`src/rtl/sysport_pkg.sv`:
```
package sysport_pkg;
   localparam int BYTE_W = 8;

   localparam logic [15:0] P_RST    = 16'h0092;
   localparam logic [15:0] P_SCR    = 16'h0398;
   localparam logic [15:0] P_CPUID  = 16'h0800;
   localparam logic [15:0] P_FEAT   = 16'h0802;
   localparam logic [15:0] P_STAT   = 16'h0803;
   localparam logic [15:0] P_LAMP   = 16'h0808;
   localparam logic [15:0] P_EQUIP  = 16'h080C;
   localparam logic [15:0] P_LOCK1  = 16'h0810;
   localparam logic [15:0] P_LOCK2  = 16'h0812;
   localparam logic [15:0] P_KEY    = 16'h0818;
   localparam logic [15:0] P_SYSCTL = 16'h081C;
   localparam logic [15:0] P_L2     = 16'h0823;
   localparam logic [15:0] P_MAP    = 16'h0850;

   localparam logic [7:0] ID_CPU   = 8'hEF;
   localparam logic [7:0] ID_FEAT  = 8'hAD;
   localparam logic [7:0] ID_STAT  = 8'hE0;
   localparam logic [7:0] ID_EQUIP = 8'h3C;
   localparam logic [7:0] ID_EXT   = 8'h39;
   localparam logic [7:0] ID_KEY   = 8'h00;
   localparam logic [7:0] ID_L2    = 8'h03;
   localparam logic [7:0] RD_NONE  = 8'hFF;

   localparam int SCR_N = 2;

   typedef enum logic [3:0] {
      SEL_NONE, SEL_RST, SEL_CPUID, SEL_FEAT, SEL_STAT, SEL_EQUIP, SEL_LAMP,
      SEL_LOCK1, SEL_LOCK2, SEL_KEY, SEL_SYSCTL, SEL_L2, SEL_MAP, SEL_SCR
   } port_sel_t;
endpackage

```
`src/rtl/sysport_dec.sv`:
```
module sysport_dec
   import sysport_pkg::*;
#(
   parameter int ADDR_W = 16
) (
   input  logic [ADDR_W-1:0] reg_addr,
   output port_sel_t         sel,
   output logic              scr_idx
);
   if (ADDR_W < 12) begin : g_bad_addr
      $error("sysport_dec: ADDR_W must cover the 0x800 port group");
   end

   always_comb begin
      sel = SEL_NONE;
      case (reg_addr)
         ADDR_W'(P_RST):      sel = SEL_RST;
         ADDR_W'(P_SCR):      sel = SEL_SCR;
         ADDR_W'(P_SCR + 1):  sel = SEL_SCR;
         ADDR_W'(P_CPUID):    sel = SEL_CPUID;
         ADDR_W'(P_FEAT):     sel = SEL_FEAT;
         ADDR_W'(P_STAT):     sel = SEL_STAT;
         ADDR_W'(P_LAMP):     sel = SEL_LAMP;
         ADDR_W'(P_EQUIP):    sel = SEL_EQUIP;
         ADDR_W'(P_LOCK1):    sel = SEL_LOCK1;
         ADDR_W'(P_LOCK2):    sel = SEL_LOCK2;
         ADDR_W'(P_KEY):      sel = SEL_KEY;
         ADDR_W'(P_SYSCTL):   sel = SEL_SYSCTL;
         ADDR_W'(P_L2):       sel = SEL_L2;
         ADDR_W'(P_MAP):      sel = SEL_MAP;
         default:             sel = SEL_NONE;
      endcase
   end

   assign scr_idx = reg_addr[0];
endmodule

```
`src/rtl/sysport_regs.sv`:
```
module sysport_regs
   import sysport_pkg::*;
(
   input  logic                          clk,
   input  logic                          rst_n,
   input  logic                          we,
   input  port_sel_t                     sel,
   input  logic                          scr_idx,
   input  logic [BYTE_W-1:0]             wdata,
   output logic                          soft_reset_q,
   output logic                          endian_q,
   output logic                          lamp_q,
   output logic                          lock_a_q,
   output logic                          lock_b_q,
   output logic [3:0]                    sysctl_q,
   output logic                          map_q,
   output logic [SCR_N-1:0][BYTE_W-1:0]  scr_q
);
   always_ff @(posedge clk) begin
      if (!rst_n) begin
         soft_reset_q <= 1'b0;
         endian_q     <= 1'b0;
         lamp_q       <= 1'b0;
         lock_a_q     <= 1'b0;
         lock_b_q     <= 1'b0;
         sysctl_q     <= '0;
         map_q        <= 1'b0;
      end else begin
         lock_a_q <= we && (sel == SEL_LOCK1);
         lock_b_q <= we && (sel == SEL_LOCK2);
         if (we) begin
            case (sel)
               SEL_RST: begin
                  soft_reset_q <= wdata[0];
                  endian_q     <= wdata[1];
               end
               SEL_LAMP:   lamp_q   <= wdata[0];
               SEL_SYSCTL: sysctl_q <= wdata[3:0];
               SEL_MAP:    map_q    <= wdata[0];
               default: ;
            endcase
         end
      end
   end

   for (genvar i = 0; i < SCR_N; i++) begin : g_scr
      always_ff @(posedge clk) begin
         if (!rst_n) begin
            scr_q[i] <= '0;
         end else if (we && (sel == SEL_SCR) && (int'(scr_idx) == i)) begin
            scr_q[i] <= wdata;
         end
      end
   end
endmodule

```
`src/rtl/sysport_rdmux.sv`:
```
module sysport_rdmux
   import sysport_pkg::*;
(
   input  logic                          clk,
   input  logic                          rst_n,
   input  logic                          re,
   input  port_sel_t                     sel,
   input  logic                          scr_idx,
   input  logic [3:0]                    sysctl_q,
   input  logic                          map_q,
   input  logic [SCR_N-1:0][BYTE_W-1:0]  scr_q,
   output logic [BYTE_W-1:0]             rdata
);
   logic [BYTE_W-1:0] rd_val;

   always_comb begin
      case (sel)
         SEL_RST:    rd_val = 8'h00;
         SEL_CPUID:  rd_val = ID_CPU;
         SEL_FEAT:   rd_val = ID_FEAT;
         SEL_STAT:   rd_val = ID_STAT;
         SEL_EQUIP:  rd_val = ID_EQUIP;
         SEL_LOCK1:  rd_val = ID_EXT;
         SEL_KEY:    rd_val = ID_KEY;
         SEL_L2:     rd_val = ID_L2;
         SEL_SYSCTL: rd_val = {4'b0000, sysctl_q};
         SEL_MAP:    rd_val = {7'b0000000, map_q};
         SEL_SCR:    rd_val = scr_q[scr_idx];
         default:    rd_val = RD_NONE;
      endcase
   end

   always_ff @(posedge clk) begin
      if (!rst_n) begin
         rdata <= '0;
      end else if (re) begin
         rdata <= rd_val;
      end
   end
endmodule

```
`src/rtl/sysport_remap.sv`:
```
module sysport_remap #(
   parameter int               CPU_W    = 32,
   parameter logic [CPU_W-1:0] WIN_BASE = 32'h8000_0000,
   parameter int               WIN_LG   = 23,
   parameter int               PAGE_LG  = 12,
   parameter int               DENSE_LO = 5,
   parameter int               FLAT_W   = 16,
   parameter int               PORT_W   = 20,
   parameter bit               DENSE_EN = 1'b1
) (
   input  logic [CPU_W-1:0]  cpu_addr,
   input  logic              map_mode,
   output logic              win_hit,
   output logic [PORT_W-1:0] port_addr
);
   localparam int OFF_W = PAGE_LG + PORT_W - DENSE_LO;

   if (OFF_W < WIN_LG) begin : g_bad_off
      $error("sysport_remap: dense field narrower than window offset");
   end
   if (FLAT_W > PORT_W || FLAT_W > WIN_LG) begin : g_bad_flat
      $error("sysport_remap: FLAT_W too wide");
   end
   if (DENSE_LO > PAGE_LG || WIN_LG >= CPU_W) begin : g_bad_geom
      $error("sysport_remap: bad window geometry");
   end

   logic [OFF_W-1:0]  off;
   logic [PORT_W-1:0] flat_addr;
   logic [PORT_W-1:0] dense_addr;

   assign win_hit   = (cpu_addr[CPU_W-1:WIN_LG] == WIN_BASE[CPU_W-1:WIN_LG]);
   assign off       = OFF_W'(cpu_addr[WIN_LG-1:0]);
   assign flat_addr = PORT_W'(off[FLAT_W-1:0]);

   if (DENSE_EN) begin : g_dense
      assign dense_addr = {off[OFF_W-1:PAGE_LG], off[DENSE_LO-1:0]};
   end else begin : g_flat_only
      assign dense_addr = flat_addr;
   end

   always_comb begin
      if (!win_hit)      port_addr = '0;
      else if (map_mode) port_addr = dense_addr;
      else               port_addr = flat_addr;
   end
endmodule

```
`src/rtl/sysport_ctl.sv`:
```
module sysport_ctl
   import sysport_pkg::*;
#(
   parameter int               ADDR_W   = 16,
   parameter int               CPU_W    = 32,
   parameter logic [CPU_W-1:0] WIN_BASE = 32'h8000_0000,
   parameter int               WIN_LG   = 23,
   parameter int               PAGE_LG  = 12,
   parameter int               DENSE_LO = 5,
   parameter int               FLAT_W   = 16,
   parameter int               PORT_W   = 20
) (
   input  logic              clk,
   input  logic              rst_n,
   input  logic [ADDR_W-1:0] reg_addr,
   input  logic [7:0]        reg_wdata,
   input  logic              reg_we,
   input  logic              reg_re,
   output logic [7:0]        reg_rdata,
   output logic              soft_reset,
   output logic              little_endian,
   output logic              lamp_on,
   output logic              lock_pulse_a,
   output logic              lock_pulse_b,
   input  logic [CPU_W-1:0]  cpu_addr,
   output logic              win_hit,
   output logic [PORT_W-1:0] port_addr
);
   port_sel_t                    sel;
   logic                         scr_idx;
   logic [3:0]                   sysctl_q;
   logic                         map_mode_q;
   logic [SCR_N-1:0][BYTE_W-1:0] scr_q;

   sysport_dec #(.ADDR_W(ADDR_W)) i_dec (
      .reg_addr (reg_addr),
      .sel      (sel),
      .scr_idx  (scr_idx)
   );

   sysport_regs i_regs (
      .clk          (clk),
      .rst_n        (rst_n),
      .we           (reg_we),
      .sel          (sel),
      .scr_idx      (scr_idx),
      .wdata        (reg_wdata),
      .soft_reset_q (soft_reset),
      .endian_q     (little_endian),
      .lamp_q       (lamp_on),
      .lock_a_q     (lock_pulse_a),
      .lock_b_q     (lock_pulse_b),
      .sysctl_q     (sysctl_q),
      .map_q        (map_mode_q),
      .scr_q        (scr_q)
   );

   sysport_rdmux i_rdmux (
      .clk      (clk),
      .rst_n    (rst_n),
      .re       (reg_re),
      .sel      (sel),
      .scr_idx  (scr_idx),
      .sysctl_q (sysctl_q),
      .map_q    (map_mode_q),
      .scr_q    (scr_q),
      .rdata    (reg_rdata)
   );

   sysport_remap #(
      .CPU_W    (CPU_W),
      .WIN_BASE (WIN_BASE),
      .WIN_LG   (WIN_LG),
      .PAGE_LG  (PAGE_LG),
      .DENSE_LO (DENSE_LO),
      .FLAT_W   (FLAT_W),
      .PORT_W   (PORT_W),
      .DENSE_EN (1'b1)
   ) i_remap (
      .cpu_addr  (cpu_addr),
      .map_mode  (map_mode_q),
      .win_hit   (win_hit),
      .port_addr (port_addr)
   );
endmodule

```
`config.mk`:
```
export PLATFORM = sky130hd
export DESIGN_NAME = sysport_ctl
export DESIGN_NICKNAME = d
export VERILOG_FILES = /design/src/rtl/sysport_pkg.sv /design/src/rtl/sysport_dec.sv /design/src/rtl/sysport_regs.sv /design/src/rtl/sysport_rdmux.sv /design/src/rtl/sysport_remap.sv /design/src/rtl/sysport_ctl.sv
export SDC_FILE = /design/constraint.sdc
export NUM_CORES = 1
export LEC_CHECK = 0
export ABC_AREA = 1
export ABC_CLOCK_PERIOD_IN_PS = 2100
export BUFFER_PORTS_ARGS = -buffer_cell sky130_fd_sc_hd__buf_2
export CORE_MARGIN = 3
export CORE_UTILIZATION = 52
export CTS_BUF_LIST = sky130_fd_sc_hd__clkbuf_8
export CTS_CLUSTER_DIAMETER = 120
export CTS_CLUSTER_SIZE = 28
export DETAILED_ROUTE_END_ITERATION = 6
export PLACE_DENSITY = 0.94
export SKIP_LAST_GASP = 1
export SLEW_MARGIN = 20
export SYNTH_ARGS = -nofsm -noshare
export SYNTH_HDL_FRONTEND = slang
export SYNTH_HIERARCHICAL = 1
export SYNTH_SLANG_ARGS = --single-unit
```
`constraint.sdc`:
```
create_clock -name clk -period 2.1 [get_ports clk]
set_clock_uncertainty 0.05 [all_clocks]
set_input_delay 0.315 -clock clk [delete_from_list [all_inputs] [get_ports clk]]
set_output_delay 0.315 -clock clk [all_outputs]
set_load 0.02 [all_outputs]
```
==> After elaboration in Yosys (flattened, before gate mapping) <==
Index checks and enable logic that the tools add are counted.
{ "word_totals": {"reg_bits": 34, "input_bits": 60, "output_inout_bits": 34, "word_cells": 57} }
{ "classes": {"order_cmp": 1, "eq_ne": 28, "n_mux": 6, "n_bitwise": 1, "reduce_logical": 11} }
{ "ops": {"columns": ["op", "n"], "rows": [
  ["16-bit by 12-bit equality test with 1-bit output (second input constant)", 11],
  ["8-bit one-hot mux with 10 select lines", 1],
  ["4-bit one-hot mux with 13 select lines", 1],
  ["16-bit by 10-bit equality test with 1-bit output (second input constant)", 2],
  ["4-bit equality test (second input constant)", 6],
  ["20-bit two-way mux", 1],
  ["16-bit by 8-bit equality test with 1-bit output (second input constant)", 1],
  ["4-bit by 3-bit equality test with 1-bit output (second input constant)", 4],
  ["16-bit two-way mux", 1],
  ["8-bit two-way mux", 2],
  ["9-bit equality test (second input constant)", 1],
  ["4-bit by 2-bit equality test with 1-bit output (second input constant)", 2],
  ["2-bit AND reduction", 4],
  ["1-bit logical AND", 5],
  ["4-bit by 1-bit equality test with 1-bit output (second input constant)", 1],
  ["2-bit OR reduction", 2],
  ["1-bit by 2-bit < comparator with 1-bit output (second input constant)", 1],
  ["1-bit NOT", 1]
]} }

==> Depth between registers and ports, before layout <==
{ "depth": {"ltp_word": 6, "depth_mapped": 15} }

==> Cells and area by module <==
Netlist, hierarchy kept.
{ "modules_own_cells": {"columns": ["mod", "instances", "cells_per_inst", "area_per_inst_um2"], "rows": [
  ["sysport_regs", 1, 189, 1275.0],
  ["sysport_rdmux", 1, 113, 616.8],
  ["sysport_dec", 1, 80, 431.7],
  ["sysport_remap", 1, 60, 306.5]
]} }

==> Worst setup path after synthesis <==
OpenSTA, ideal clock, no wires.
{ "synth_path": {"kind": "input to register", "start": "in reg_addr[13]", "end": "reg i_regs/scr_q[0] (netlist bit)", "setup_time_ns": 0.110, "arrival_time_ns": 1.770, "setup_slack_ns": 0.170, "path_stages": 12, "path_buffers": 1, "cell_sequence": "nor2_4 -> nand2_4 -> nor2_4 -> nand2_2 -> and3_1 -> nand2_1 -> inv_2 -> nor2_8 -> buf_4 -> nand4_1 -> nand2_1 -> nor2_1"} }
{ "synth_between": {"elab_chain_len": 6, "elab_cells_between_ends": 19, "cone_classes": "15 x eq/ne; 1 x mux; 3 x reduce/logical"} }
{ "synth_lines": {"columns": ["item", "line", "source"], "rows": [
  ["from (decl)", "sysport_ctl.sv:15", "input logic [ADDR_W-1:0] reg_addr,"],
  ["16-bit by 10-bit equality test with 1-bit output", "sysport_dec.sv:16", "case (reg_addr)"],
  ["2-bit OR reduction (no line)", null, null],
  ["4-bit one-hot mux with 13 select lines *", "sysport_dec.sv:16", null],
  ["named net sel[0]", "sysport_ctl.sv:29", "port_sel_t sel;"],
  ["4-bit equality test *", "sysport_regs.sv:50", "end else if (we && (sel == SEL_SCR) && (int'(scr_idx) == i)) begin"],
  ["1-bit logical AND * (2 in series)", "sysport_regs.sv:50", null],
  ["to (signal, indexed assignment)", "sysport_regs.sv:51", "scr_q[i] <= wdata;"],
  ["to (decl)", "sysport_regs.sv:17", "output logic [SCR_N-1:0][BYTE_W-1:0] scr_q"]
]} }
The timed path passes the listed nets; every way through them passes the cells marked *.
A chain may end at the register's enable or synchronous reset.

==> Worst setup path in the final report <==
{ "layout_path": {"start": "in reg_addr[2]", "end": "reg i_regs/scr_q[11] (netlist bit)"} }
The elaborated chain is that of the path after synthesis.

==> summary.txt <==
Status
  • Status: finished, final reports clean

Global route
  • Largest net degree at the start of global routing: 35
  • Vias in the first global route: 2703
  • Initial antenna violation count: 0
  • Total global-route track usage: 22.6%
  • Grt ovf: 0
  • First-pass GRT wire length: 11.2 mm

Detailed routing
  • Drt total wl: 6.54 mm
  • Vias: 2913
  • Mean routed wirelength per cell: 10.9 um
  • Post-DRT Antenna Nets: 0
  • First-pass DRT Iterations: 5
  • Iter 0 DRT Violations: 198
  • Via/cell ratio: 4.86
  • Residual DRC: 0

Floorplanning
  • Die Span X: 77.1 um
  • Std cell rows: 25
  • Core region area: 4820 um2
  • Die Span Y: 77.1 um
  • Initial Util: 54.6%
  • Ports: 94
  • Die Area: 5950 um2

Finish
  • Area of the multi-input gates: 1550 um2
  • Final core occ: 67.0%
  • Layout cell share with drive strength beyond 1: 27.6%
  • P&R area growth vs syn: 22.7%
  • Antenna cells: 0
  • Post-Layout Cell Count: 599
  • Final #Nets: 591
  • Storage cell area: 681 um2
  • Fillers: 419

Clock network
  • Clk slew on worst S/H paths: 70 ps
  • Skew-Pair Late Insertion Delay: 290 ps
  • Sink Count: 34
  • CTS tree: built
  • Hold-fix buffers, CTS: 0
  • Post-CTS sizing: 0
  • Total CTS buffers: 5
  • Clock Tree Root: clkbuf_8
  • # Post-CTS Setup Buffers: 0
  • CTS Buffer Depth: 2
  • H-tree Lvls: 2

Worst setup path
  • Worst stage delay on the critical path: 220 ps
  • Peak fanout along the critical path: 20
  • CP arrival: 2060 ps
  • CP startpoint kind: input port
  • Critical Path Sink Type: register
  • Crit Path Class: input port to register
  • Worst-path cell chain: buf_2, nor2_2, nand2_1, nor2_4, nand2_1, nand3_1, nor2_1, nand2_1, nand2_2, nor2_4, buf_12, nand3_4, nand2_1, inv_1, nor2_1
  • Setup slack, reg-to-reg: 1010 ps
  • CP required: 2270 ps
  • Cell family with most CP delay: simple AND/OR/NAND/NOR gates
  • CP dominant cell by count: nand2_1
  • CP bufs+invs: 3
  • Slowest CP cell: nand2_1

Pwr
  • Internal: 1.08 mW
  • Peak VDD IR: 0.000307 V
  • Sw Share: 25.6%
  • Seq pwr share: 45.3%
  • PnR Total Power: 1.46 mW
  • Logic pwr share: 13.7%
  • NetSw: 0.373 mW
  • Power Density: 452 nW/um2
  • Clock power share: 41.0%
  • P_leak: 1.67 nW

Placed design
  • Placed Cells: 591
  • DP HPWL: 5.20 mm
  • Port buffer count: 89
  • RePlAce Congestion: 0.897
  • Setup WS pre-CTS: -46.0 ps

STA
  • Worst slew pin tran: 549 ps
  • Final setup violation count: 0
  • Final worst slack: 219 ps
  • Fin. Hold Viols: 0
  • F_max: 532 MHz
  • Relative slew slack: 63.4%
  • Max-slew violation count: 0
  • RSZ-0062 raised after global routing: false
  • Final period util: 89.6%
  • Final min period: 1880 ps
  • TNS Setup: 0 ps

Synthesis
  • Mapped Cells: 442
  • Yosys cell types: 34
  • Syn Area/Cell: 5.95 um2
  • Sequential-to-total area share from yosys stat: 25.9%
  • Yosys reg bits: 34
  • Synth warnings: 6
  • Synthesized cell area: 2630 um2

Flow run
  • # Max-Cap Violations: 0

Min path
  • Hold crit path type: input port to register
final timing paths:
path,from,endpoint,cells after the start
hold reg to reg,i_regs/endian_q,i_regs/endian_q,2
setup / recovery,reg_addr[2],i_regs/scr_q[11],15
hold / removal,reg_wdata[0],i_regs/sysctl_q[0],3
setup reg to reg,i_regs/scr_q[5],i_rdmux/rdata[5],6
logic make-up after synthesis:
logic type	count (synthesis)	synth area share, %
AOI/OAI and AO/OA	37	8.18
buffers and inverters	96	15.8
and+or+nand+nor	274	50.0
other	1	0.143
DFF	34	25.9
cell usage after synthesis:
library cell,instances,area [um2]
nand3b_1,2,15.0
or2_1,1,6.26
inv_1,69,259
nor3b_2,1,12.5
nor2_8,1,20.0
o21a_1,1,7.51
a21boi_1,9,67.6
clkbuf_1,3,11.3
nor2_4,11,124
clkinv_2,1,5.00
o21ai_1,8,40.0
buf_2,4,20.0
nand2_1,107,402
a21boi_0,2,15.0
buf_6,3,33.8
nand3_1,25,125
and2_4,1,8.76
buf_4,7,52.6
o21ai_0,14,70.1
nor3_1,1,5.00
nor4_1,1,6.26
nand2_2,7,43.8
nand3_4,2,35.0
conb_1,1,3.75
dfxtp_1,34,681
nand4_1,16,100
a21oi_1,3,15.0
inv_2,8,30.0
and3_1,1,6.26
nand2_4,2,22.5
nand3_2,1,10.0
clkinv_1,1,3.75
nor2_2,8,50.1
nor2_1,86,323
flip-flops by register name (all words and copies together) (netlist names):
register             cells
i_regs/lock_a_q          1
i_regs/lock_b_q          1
i_regs/lamp_q            1
i_rdmux/rdata            8
i_regs/endian_q          1
i_regs/sysctl_q          4
i_regs/scr_q            16
i_regs/soft_reset_q      1
i_regs/map_q             1
metal layers:
metal	track usage, %	part of all wire [%]	vias to the layer above
met5	0	0	-
met4	6.05	1.1	0
met3	5.75	8.5	7
met2	41.3	49	136
met1	26.0	41	1248
li1	-	-	1522
cell type report:
cell class / count / area share [%]
clock buffer: 5 / 2.13
clock inverter: 3 / 1.24
inverter: 79 / 9.23
multi-input combinational: 315 / 47.9
sequential: 34 / 21.1
tap: 67 / 2.60
timing repair buffer: 96 / 15.8
layout by cell type, fill, tap and decap left out, types with 3 or more instances in the layout:
cell / instances
conb_1: 4
inv_1: 69
nand3_1: 25
buf_4: 6
a21boi_1: 9
a21oi_1: 3
nor2_4: 11
nand4_1: 16
buf_2: 89
o21ai_0: 14
dfxtp_1: 34
clkinv_2: 3
nor2_2: 8
nor2_1: 86
o21ai_1: 8
nand2_2: 7
clkbuf_8: 5
nand2_1: 107
inv_2: 8
worst reg2reg max path, cell delays in order (launching register included):
cell	delay (ps)
dfxtp_1	340
inv_1	40
o21ai_0	270
nand2_1	110
o21ai_1	100
nor2_1	60
nor2_1	70
per-stage QoR:
stage	hold WS (ps)	area, um2
2_1_floorplan	403	2640
6_report	254	3230
3_3_place_gp	416	3120
5_1_grt	264	3230
4_1_cts	250	3230
3_5_place_dp	428	3120
power by group through the flow:
stage               Sequential [mW]  Clock, mW  Combinational (mW)
finish                        0.660      0.598               0.199
global route                  0.661      0.639               0.222
CTS                           0.660      0.609               0.200
detailed placement            0.675          0               0.200
global placement              0.674          0               0.194
floorplan                     0.688          0               0.101
Power figures use the tool's default switching activity.
